===== config.mk =====
export PLATFORM = sky130hd
export DESIGN_NAME = bic_top
export DESIGN_NICKNAME = d
export VERILOG_FILES = /design/src/rtl/bic_pkg.sv /design/src/rtl/bic_en_reg.sv /design/src/rtl/bic_first_one.sv /design/src/rtl/bic_top.sv
export SDC_FILE = /design/constraint.sdc
export NUM_CORES = 1
export LEC_CHECK = 0
export BUFFER_PORTS_ARGS = -buffer_cell sky130_fd_sc_hd__buf_2
export CAP_MARGIN = 20
export CORE_MARGIN = 5
export CORE_UTILIZATION = 57
export DETAILED_ROUTE_END_ITERATION = 6
export GPL_ROUTABILITY_DRIVEN = 0
export PLACE_DENSITY = 0.84
export SLEW_MARGIN = 10
export SYNTH_ARGS = -nofsm -noshare
export SYNTH_HDL_FRONTEND = slang
export SYNTH_SLANG_ARGS = --single-unit

===== constraint.sdc =====
create_clock -name clk -period 5.3 [get_ports clk]
set_input_delay 0.53 -clock clk [delete_from_list [all_inputs] [get_ports clk]]
set_output_delay 0.53 -clock clk [all_outputs]
set_load 0.05 [all_outputs]

===== src/rtl/bic_pkg.sv =====
package bic_pkg;
  localparam int BASIC_W   = 8;
  localparam int BANK_W    = 32;
  localparam int NUM_BANKS = 2;
  localparam int ADDR_W    = 6;
  localparam int DATA_W    = 32;
  localparam int NUM_SRC   = BASIC_W + NUM_BANKS * BANK_W;
  localparam int NUM_W     = $clog2(NUM_SRC);

  // Byte offsets of the register map
  localparam logic [ADDR_W-1:0] OFS_BASIC_PEND = 6'h00;
  localparam logic [ADDR_W-1:0] OFS_BANK_PEND  = 6'h04;
  localparam logic [ADDR_W-1:0] OFS_BANK_SET   = 6'h10;
  localparam logic [ADDR_W-1:0] OFS_BASIC_SET  = 6'h18;
  localparam logic [ADDR_W-1:0] OFS_BANK_CLR   = 6'h1C;
  localparam logic [ADDR_W-1:0] OFS_BASIC_CLR  = 6'h24;

  // Bit position of the first bank summary in the basic pending register
  localparam int SUMMARY_LSB = 8;
endpackage


===== src/rtl/bic_en_reg.sv =====
module bic_en_reg #(
  parameter int W = 32
) (
  input  logic         clk,
  input  logic         rst_n,
  input  logic         set_we,
  input  logic         clr_we,
  input  logic [W-1:0] wdata,
  output logic [W-1:0] en
);
  logic [W-1:0] en_d;
  logic         upd;

  always_comb begin
    upd  = set_we | clr_we;
    en_d = en;
    if (set_we) en_d = en | wdata;
    if (clr_we) en_d = en & ~wdata;
  end

  always_ff @(posedge clk or negedge rst_n) begin
    if (!rst_n)   en <= '0;
    else if (upd) en <= en_d;
  end
endmodule


===== src/rtl/bic_first_one.sv =====
module bic_first_one #(
  parameter int W = 64,
  localparam int IW = (W > 1) ? $clog2(W) : 1
) (
  input  logic [W-1:0]  req,
  output logic          found,
  output logic [IW-1:0] idx
);
  always_comb begin
    found = 1'b0;
    idx   = '0;
    for (int i = W - 1; i >= 0; i--) begin
      if (req[i]) begin
        found = 1'b1;
        idx   = IW'(i);
      end
    end
  end
endmodule


===== src/rtl/bic_top.sv =====
module bic_top
  import bic_pkg::*;
(
  input  logic              clk,
  input  logic              rst_n,
  input  logic [BASIC_W-1:0] basic_src,
  input  logic [NUM_BANKS*BANK_W-1:0] periph_src,
  input  logic [ADDR_W-1:0] bus_addr,
  input  logic              bus_we,
  input  logic [DATA_W-1:0] bus_wdata,
  output logic [DATA_W-1:0] bus_rdata,
  output logic              cpu_irq,
  output logic              irq_valid,
  output logic [NUM_W-1:0]  irq_num
);
  localparam int PW  = NUM_BANKS * BANK_W;
  localparam int PIW = $clog2(PW);
  localparam int BIW = $clog2(BASIC_W);

  // Reset: asserted asynchronously, released after two clock edges
  logic [1:0] rst_q;
  logic       rst_sync_n;

  always_ff @(posedge clk or negedge rst_n) begin
    if (!rst_n) rst_q <= 2'b00;
    else        rst_q <= {rst_q[0], 1'b1};
  end
  assign rst_sync_n = rst_q[1];

  // Basic group enables
  logic [BASIC_W-1:0] en_basic;
  logic [BASIC_W-1:0] pend_basic;
  logic               basic_set_we, basic_clr_we;

  assign basic_set_we = bus_we && (bus_addr == OFS_BASIC_SET);
  assign basic_clr_we = bus_we && (bus_addr == OFS_BASIC_CLR);

  bic_en_reg #(.W(BASIC_W)) u_en_basic (
    .clk    (clk),
    .rst_n  (rst_sync_n),
    .set_we (basic_set_we),
    .clr_we (basic_clr_we),
    .wdata  (bus_wdata[BASIC_W-1:0]),
    .en     (en_basic)
  );
  assign pend_basic = basic_src & en_basic;

  // Peripheral banks
  logic [BANK_W-1:0]    bank_en   [NUM_BANKS];
  logic [BANK_W-1:0]    bank_pend [NUM_BANKS];
  logic [NUM_BANKS-1:0] bank_any;
  logic [PW-1:0]        pend_periph;

  for (genvar b = 0; b < NUM_BANKS; b++) begin : g_bank
    logic set_we, clr_we;
    assign set_we = bus_we && (bus_addr == OFS_BANK_SET + ADDR_W'(4 * b));
    assign clr_we = bus_we && (bus_addr == OFS_BANK_CLR + ADDR_W'(4 * b));

    bic_en_reg #(.W(BANK_W)) u_en (
      .clk    (clk),
      .rst_n  (rst_sync_n),
      .set_we (set_we),
      .clr_we (clr_we),
      .wdata  (bus_wdata[BANK_W-1:0]),
      .en     (bank_en[b])
    );
    assign bank_pend[b] = periph_src[b*BANK_W +: BANK_W] & bank_en[b];
    assign bank_any[b]  = |bank_pend[b];
    assign pend_periph[b*BANK_W +: BANK_W] = bank_pend[b];
  end

  // Register read mux
  always_comb begin
    bus_rdata = '0;
    if (bus_addr == OFS_BASIC_PEND) begin
      bus_rdata[BASIC_W-1:0] = pend_basic;
      bus_rdata[SUMMARY_LSB +: NUM_BANKS] = bank_any;
    end
    if (bus_addr == OFS_BASIC_SET || bus_addr == OFS_BASIC_CLR)
      bus_rdata[BASIC_W-1:0] = en_basic;
    for (int b = 0; b < NUM_BANKS; b++) begin
      if (bus_addr == OFS_BANK_PEND + ADDR_W'(4 * b))
        bus_rdata[BANK_W-1:0] = bank_pend[b];
      if (bus_addr == OFS_BANK_SET + ADDR_W'(4 * b) ||
          bus_addr == OFS_BANK_CLR + ADDR_W'(4 * b))
        bus_rdata[BANK_W-1:0] = bank_en[b];
    end
  end

  // Priority: timer, then peripheral lines, then remaining basic bits
  logic           periph_found, basic_found, timer_hit;
  logic [PIW-1:0] periph_idx;
  logic [BIW-1:0] basic_idx;

  bic_first_one #(.W(PW)) u_prio_periph (
    .req   (pend_periph),
    .found (periph_found),
    .idx   (periph_idx)
  );

  bic_first_one #(.W(BASIC_W)) u_prio_basic (
    .req   ({pend_basic[BASIC_W-1:1], 1'b0}),
    .found (basic_found),
    .idx   (basic_idx)
  );

  assign timer_hit = pend_basic[0];

  always_comb begin
    irq_valid = timer_hit | periph_found | basic_found;
    irq_num   = '0;
    if (timer_hit)         irq_num = '0;
    else if (periph_found) irq_num = NUM_W'(BASIC_W) + NUM_W'(periph_idx);
    else if (basic_found)  irq_num = NUM_W'(basic_idx);
  end

  assign cpu_irq = (|pend_basic) | (|bank_any);
endmodule


## After elaboration in Yosys (flattened, before gate mapping)

Cells that the tools add are included.

| word-level totals | value |
|---|---|
| latch bits | 0 |
| bits in registers | 74 |
| memories | 0 |
| memory bits (writable) | 0 |
| output and inout bits | 41 |
| memory bits (read-only) | 0 |

| cells by class | value |
|---|---|
| add/subtract/negate cells | 1 |
| $lt $le $gt $ge | 0 |
| shift operators | 0 |
| reduce and logical (&&, ||, !) cells | 20 |
| multipliers | 0 |
| bitwise gates (word level) | 17 |
| muxes and demuxes | 157 |
| eq/ne operators | 8 |
| divide/modulo/power cells | 0 |

Operator list:

| cell | count |
|---|---|
| 6-bit two-way mux | 64 |
| 32-bit two-way mux | 8 |
| 32-bit bitwise AND | 4 |
| 1-bit two-way mux | 71 |
| 32-bit OR | 2 |
| 32-bit OR reduction | 2 |
| 64-bit OR reduction | 1 |
| 32-bit inverter | 1 |
| 6-bit by 5-bit == test with 1-bit output, second input constant | 4 |
| 3-bit two-way mux | 8 |
| 8-bit two-way mux | 3 |
| 8-bit bitwise AND | 2 |
| 7-bit two-way mux | 2 |
| 6-bit == test, second input constant | 2 |
| 10-bit two-way mux | 1 |
| 8-bit inverter | 1 |
| 8-bit OR | 1 |
| 8-bit OR reduction | 1 |
| 4-bit by 6-bit adder with 7-bit output, first input constant | 1 |
| 6-bit by 3-bit == test with 1-bit output, second input constant | 1 |
| 6-bit by 4-bit == test with 1-bit output, second input constant | 1 |
| 1-bit logical AND | 6 |
| 6-bit logical NOT | 1 |
| 1-bit OR | 6 |
| other kinds (3) | 9 |

## Logic depth before layout (Yosys ltp)

| depth | value |
|---|---|
| word-level depth | 68 |
| gate-level depth with buffers | 10 |

## Modules after synthesis

From an unflattened synthesis, not the netlist that was laid out.

| second synthesis, totals | value |
|---|---|
| cell total of the unflattened synthesis | 725 |
| area total of the unflattened synthesis | 5485.3 um2 |

Modules (own cells, without submodules):

| module | area an instance (um2) | cells an instance | times used | sequential area each (um2) |
|---|---|---|---|---|
| bic_en_reg at g_bank[0].u_en ... | 1169.9 | 102 | 2 | 800.8 |
| bic_top | 1945.6 | 342 | 1 | 50.0 |
| bic_first_one at u_prio_periph | 763.2 | 140 | 1 | 0.0 |
| bic_en_reg at u_en_basic | 356.6 | 26 | 1 | 200.2 |
| bic_first_one at u_prio_basic | 80.1 | 13 | 1 | 0.0 |

## Worst setup path before layout

Ideal clock, no wire load.

| path | value |
|---|---|
| kind | input-to-output |
| from | in periph_src[2] |
| to | out irq_num[6] |
| slack | 2.102 ns |
| arrival time | 2.668 ns |
| cell stages on the path | 5 |
| cells stage by stage | a22oi_1 nand4_2 nor4_2 o2111ai_1 nor3_1 |

| between the ends | value |
|---|---|
| longest elaborated chain between the ends | 7 |

Ends and longest elaborated chain:

| element | line | RTL |
|---|---|---|
| start, declared | bic_top.sv:7 | `input logic [NUM_BANKS*BANK_W-1:0] periph_src,` |
| 32-bit bitwise AND * | bic_top.sv:67 | `assign bank_pend[b] = periph_src[b*BANK_W +: BANK_W] & bank_en[b];` |
| 6-bit two-way mux (3 in series) | bic_first_one.sv:13 | `if (req[i]) begin` |
| 4-bit by 6-bit adder with 7-bit output | bic_top.sv:113 | `else if (periph_found) irq_num = NUM_W'(BASIC_W) + NUM_W'(periph_idx);` |
| 7-bit two-way mux * | bic_top.sv:113 |  |
| 7-bit two-way mux * | bic_top.sv:112 | `if (timer_hit) irq_num = '0;` |
| end, declared | bic_top.sv:14 | `output logic [NUM_W-1:0] irq_num` |

Every way passes the cells marked *; elsewhere a longest branch is shown, timed or not.

==> impl_metrics.yaml <==
sta:
  worst_pin_slew_ns: 1.05
  relSlewSlack_pct: 29.5
  slew_violations: 0
  skew_ns: 0.0117
  finalSetupViolations: 0
  fin_crit_sh_pct: 66.6
  max_freq_ghz: 0.283
  grt_setup_unrepaired: "false"
  hold_violations: 0
  final.setup.tns_ns: 0
  min_period_ns: 3.53
yosys:
  syn_inst: 642
  synth_edf_count: 0
  syn_area_mm2: 0.00514
  yosys_most_used_dff: "dfrtp_1"
  yosysWarnings: 0
  synth_area_per_cell_um2: 8.01
  ys_seq_elements: 74
  ys_async_sr_fraction_pct: 100
  synth_nets: 756
  synth-seq-area-share_pct: 36.0
  yosys.cell_types.count: 52
pwr:
  powerDensity_mw_per_mm2: 321
  power.leakage_nw: 2.95
  peakVddDrop_mv: 0.234
critical_path:
  cp.arrival_ns: 3.00
  reg2reg_depth: 1
  critPathCaptureType: "output pin"
  crit_fanout: 4
  worstReg2RegStart: "rst_q[1]"
  worstPathRequired_ns: 4.77
  crit_path_start_kind: "register"
  ff2ff_setup_slack_ns: 4.19
  endpoint: "irq_num[5]"
  timing_worst_setup_path_type: "register to output pin"
clock_network:
  post-cts-setup-buffer-count: 0
  cts_tree: "built"
  clk_latency_ns: 0.36
  clockRootBuffer: "clkbuf_8"
  cts_buffers: 9
  cts_htree_levels: 3
  numClockSinks: 74
  clk_path_buf_depth: 2
  clkTransAtPathRegs_ns: 0.08
routing:
  dr.pass1.iters: 6
  wl_um: 18000
  drt_iter0_drc: 626
  vias: 6139
  via_per_inst: 6.87
  post_drt_wl_per_cell_um: 20.1
  ant_nets: 0
  drcViolationCount: 0
cells_and_area:
  fin_area_mm2: 0.00620
  nNetsFinal: 894
  antenna_cells: 0
  synthToLayoutAreaGrowth_pct: 20.7
  drive_above_1_share_pct: 24.6
global_routing:
  antenna_found_initial: 0
  grt_max_degree: 73
  grt_pass1_wl_um: 28000
  grt_pass1_vias: 5789
  grt_overflow_total: 0
  grt_use_total_pct: 30.7
die:
  die_h_um: 105
  die_x_um: 105
  ios: 154
  core_mm2: 0.00876
  die-area_mm2: 0.0110
  start_util_pct: 58.7
  rows: 34
status:
  outcome: "complete, no violations"
hold_path:
  hp-start: "rst_q[0]"
  hp-class: "register to register"
place:
  port_buffers: 153
  dpl_cell_area_mm2: 0.00596
  hpwl_um: 13200
run:
  cap_violations: 0
-- metrics by stage --
stage | power (mW) | util [%] | hold WS, ns | setup WS [ns] | instances
6_report | 1.99 | 70.8 | 0.351 | 1.77 | 893
5_1_grt | 2.09 | 70.8 | 0.372 | 1.50 | 893
4_1_cts | 1.97 | 70.1 | 0.352 | 1.84 | 890
3_5_place_dp | 1.54 | 68.0 | 0.319 | 1.86 | 873
3_3_place_gp | 1.51 | 67.8 | 0.314 | 1.96 | 872
2_1_floorplan | 1.29 | - | 0.234 | 2.10 | 642
-- power breakdown --
group / switching, mW / internal, mW / total (mW)
Sequential: 0.140 / 0.681 / 0.821
Combinational: 0.459 / 0.279 / 0.739
Clock: 0.213 / 0.217 / 0.430
Total: 0.812 / 1.18 / 1.99
-- critical path: stages (launching register included) --
cell and delay, ns:
dfrtp_1 0.42, a22oi_1 0.37, nand4_1 0.33, a21oi_1 0.22
o21ai_0 0.09, a21oi_1 0.27, nor2_1 0.08, ha_1 0.22
nor2_1 0.10, mux2i_1 0.09, nor2_1 0.15, buf_2 0.29
-- layer usage --
metal  track usage [%]  vias to the layer above  wire (µm)
met3              5.36                       80       1880
met4              13.9                        0        703
met5                 0                        -          0
li1                  -                     2777          -
met1              40.0                     2867       7040
met2              49.9                      415       8350
-- final cells by class --
type,count,area [µm²]
Clock inverter,3,40.0
Timing Repair Buffer,164,895
Clock buffer,13,139
Multi-Input combinational cell,483,2960
Sequential cell,74,1850
Inverter,48,180
Tap cell,108,135
Fill cell,724,2560
-- cells in the final DEF (no fill, tap or decap), types with 3 or more instances in the layout --
master / count
a32o_1: 9
a21boi_0: 10
buf_2: 153
a211oi_1: 3
a31oi_1: 76
nand2_1: 58
buf_4: 6
a21o_1: 21
and2_2: 3
nand4_1: 10
clkbuf_8: 9
a21oi_1: 132
inv_1: 48
and2_1: 3
o22ai_1: 21
o21ai_0: 11
nand3_1: 8
a22o_1: 5
a221o_1: 9
o32ai_1: 3
a32oi_1: 5
nand2b_1: 7
and3_1: 5
dfrtp_1: 73
nor2_1: 13
a22oi_1: 34
nor3_1: 3
clkbuf_1: 4
a222oi_1: 3
-- cell usage after synthesis, types with 2 or more instances --
| library cell | n | share of area, % |
|---|---|---|
| clkbuf_1 | 17 | 1.2 |
| a21oi_1 | 132 | 13 |
| a31oi_1 | 76 | 9.2 |
| a22o_2 | 2 | 0.39 |
| and3_1 | 5 | 0.61 |
| buf_1 | 9 | 0.66 |
| nand2b_1 | 7 | 0.85 |
| nor2_1 | 15 | 1.1 |
| nand3_1 | 8 | 0.78 |
| nor4_4 | 2 | 0.83 |
| o22ai_1 | 21 | 2.6 |
| o32ai_1 | 3 | 0.51 |
| nand2_1 | 58 | 4.2 |
| a222oi_1 | 3 | 0.58 |
| a32o_1 | 9 | 1.8 |
| o21a_1 | 2 | 0.29 |
| and2_1 | 5 | 0.61 |
| dfrtp_1 | 74 | 36 |
| o311ai_0 | 2 | 0.34 |
| a32oi_1 | 5 | 0.85 |
| nand4_1 | 10 | 1.2 |
| a21o_1 | 21 | 3.1 |
| nor3_1 | 4 | 0.39 |
| a221o_1 | 9 | 1.8 |
| inv_1 | 48 | 3.5 |
| a22o_1 | 5 | 0.85 |
| a21boi_0 | 10 | 1.5 |
| a311oi_1 | 2 | 0.34 |
| buf_2 | 10 | 0.97 |
| o21ai_0 | 11 | 1.1 |
| a211oi_1 | 3 | 0.44 |
| a22oi_1 | 34 | 5.0 |
-- worst min path at each step --
stage / slack (ns) / to / cells after the start
final: 0.35 / rst_q[1] / 0
after global routing: 0.37 / rst_q[1] / 0
after CTS: 0.35 / rst_q[1] / 0
after detailed placement: 0.32 / rst_q[0] / 1
after global placement: 0.31 / rst_q[0] / 1
after floorplan: 0.23 / rst_q[0] / 0
-- timing repair --
action,CTS,global route
gates resized for setup,0,0
hold endpoints to repair,2,0
hold buffers,1,0
-- logic make-up (layout without fill, tap and decap cells) --
family	Yosys count	after routing	share of synthesized area, %
compound gates	357	357	44.7
fa+ha+maj	1	1	0.243
buf+inv	85	228	6.60
flops	74	74	36.0
mux	1	1	0.195
other cells	1	1	0.0729
simple gates	123	123	12.2
No activity file was read; power rests on OpenSTA's default activity.
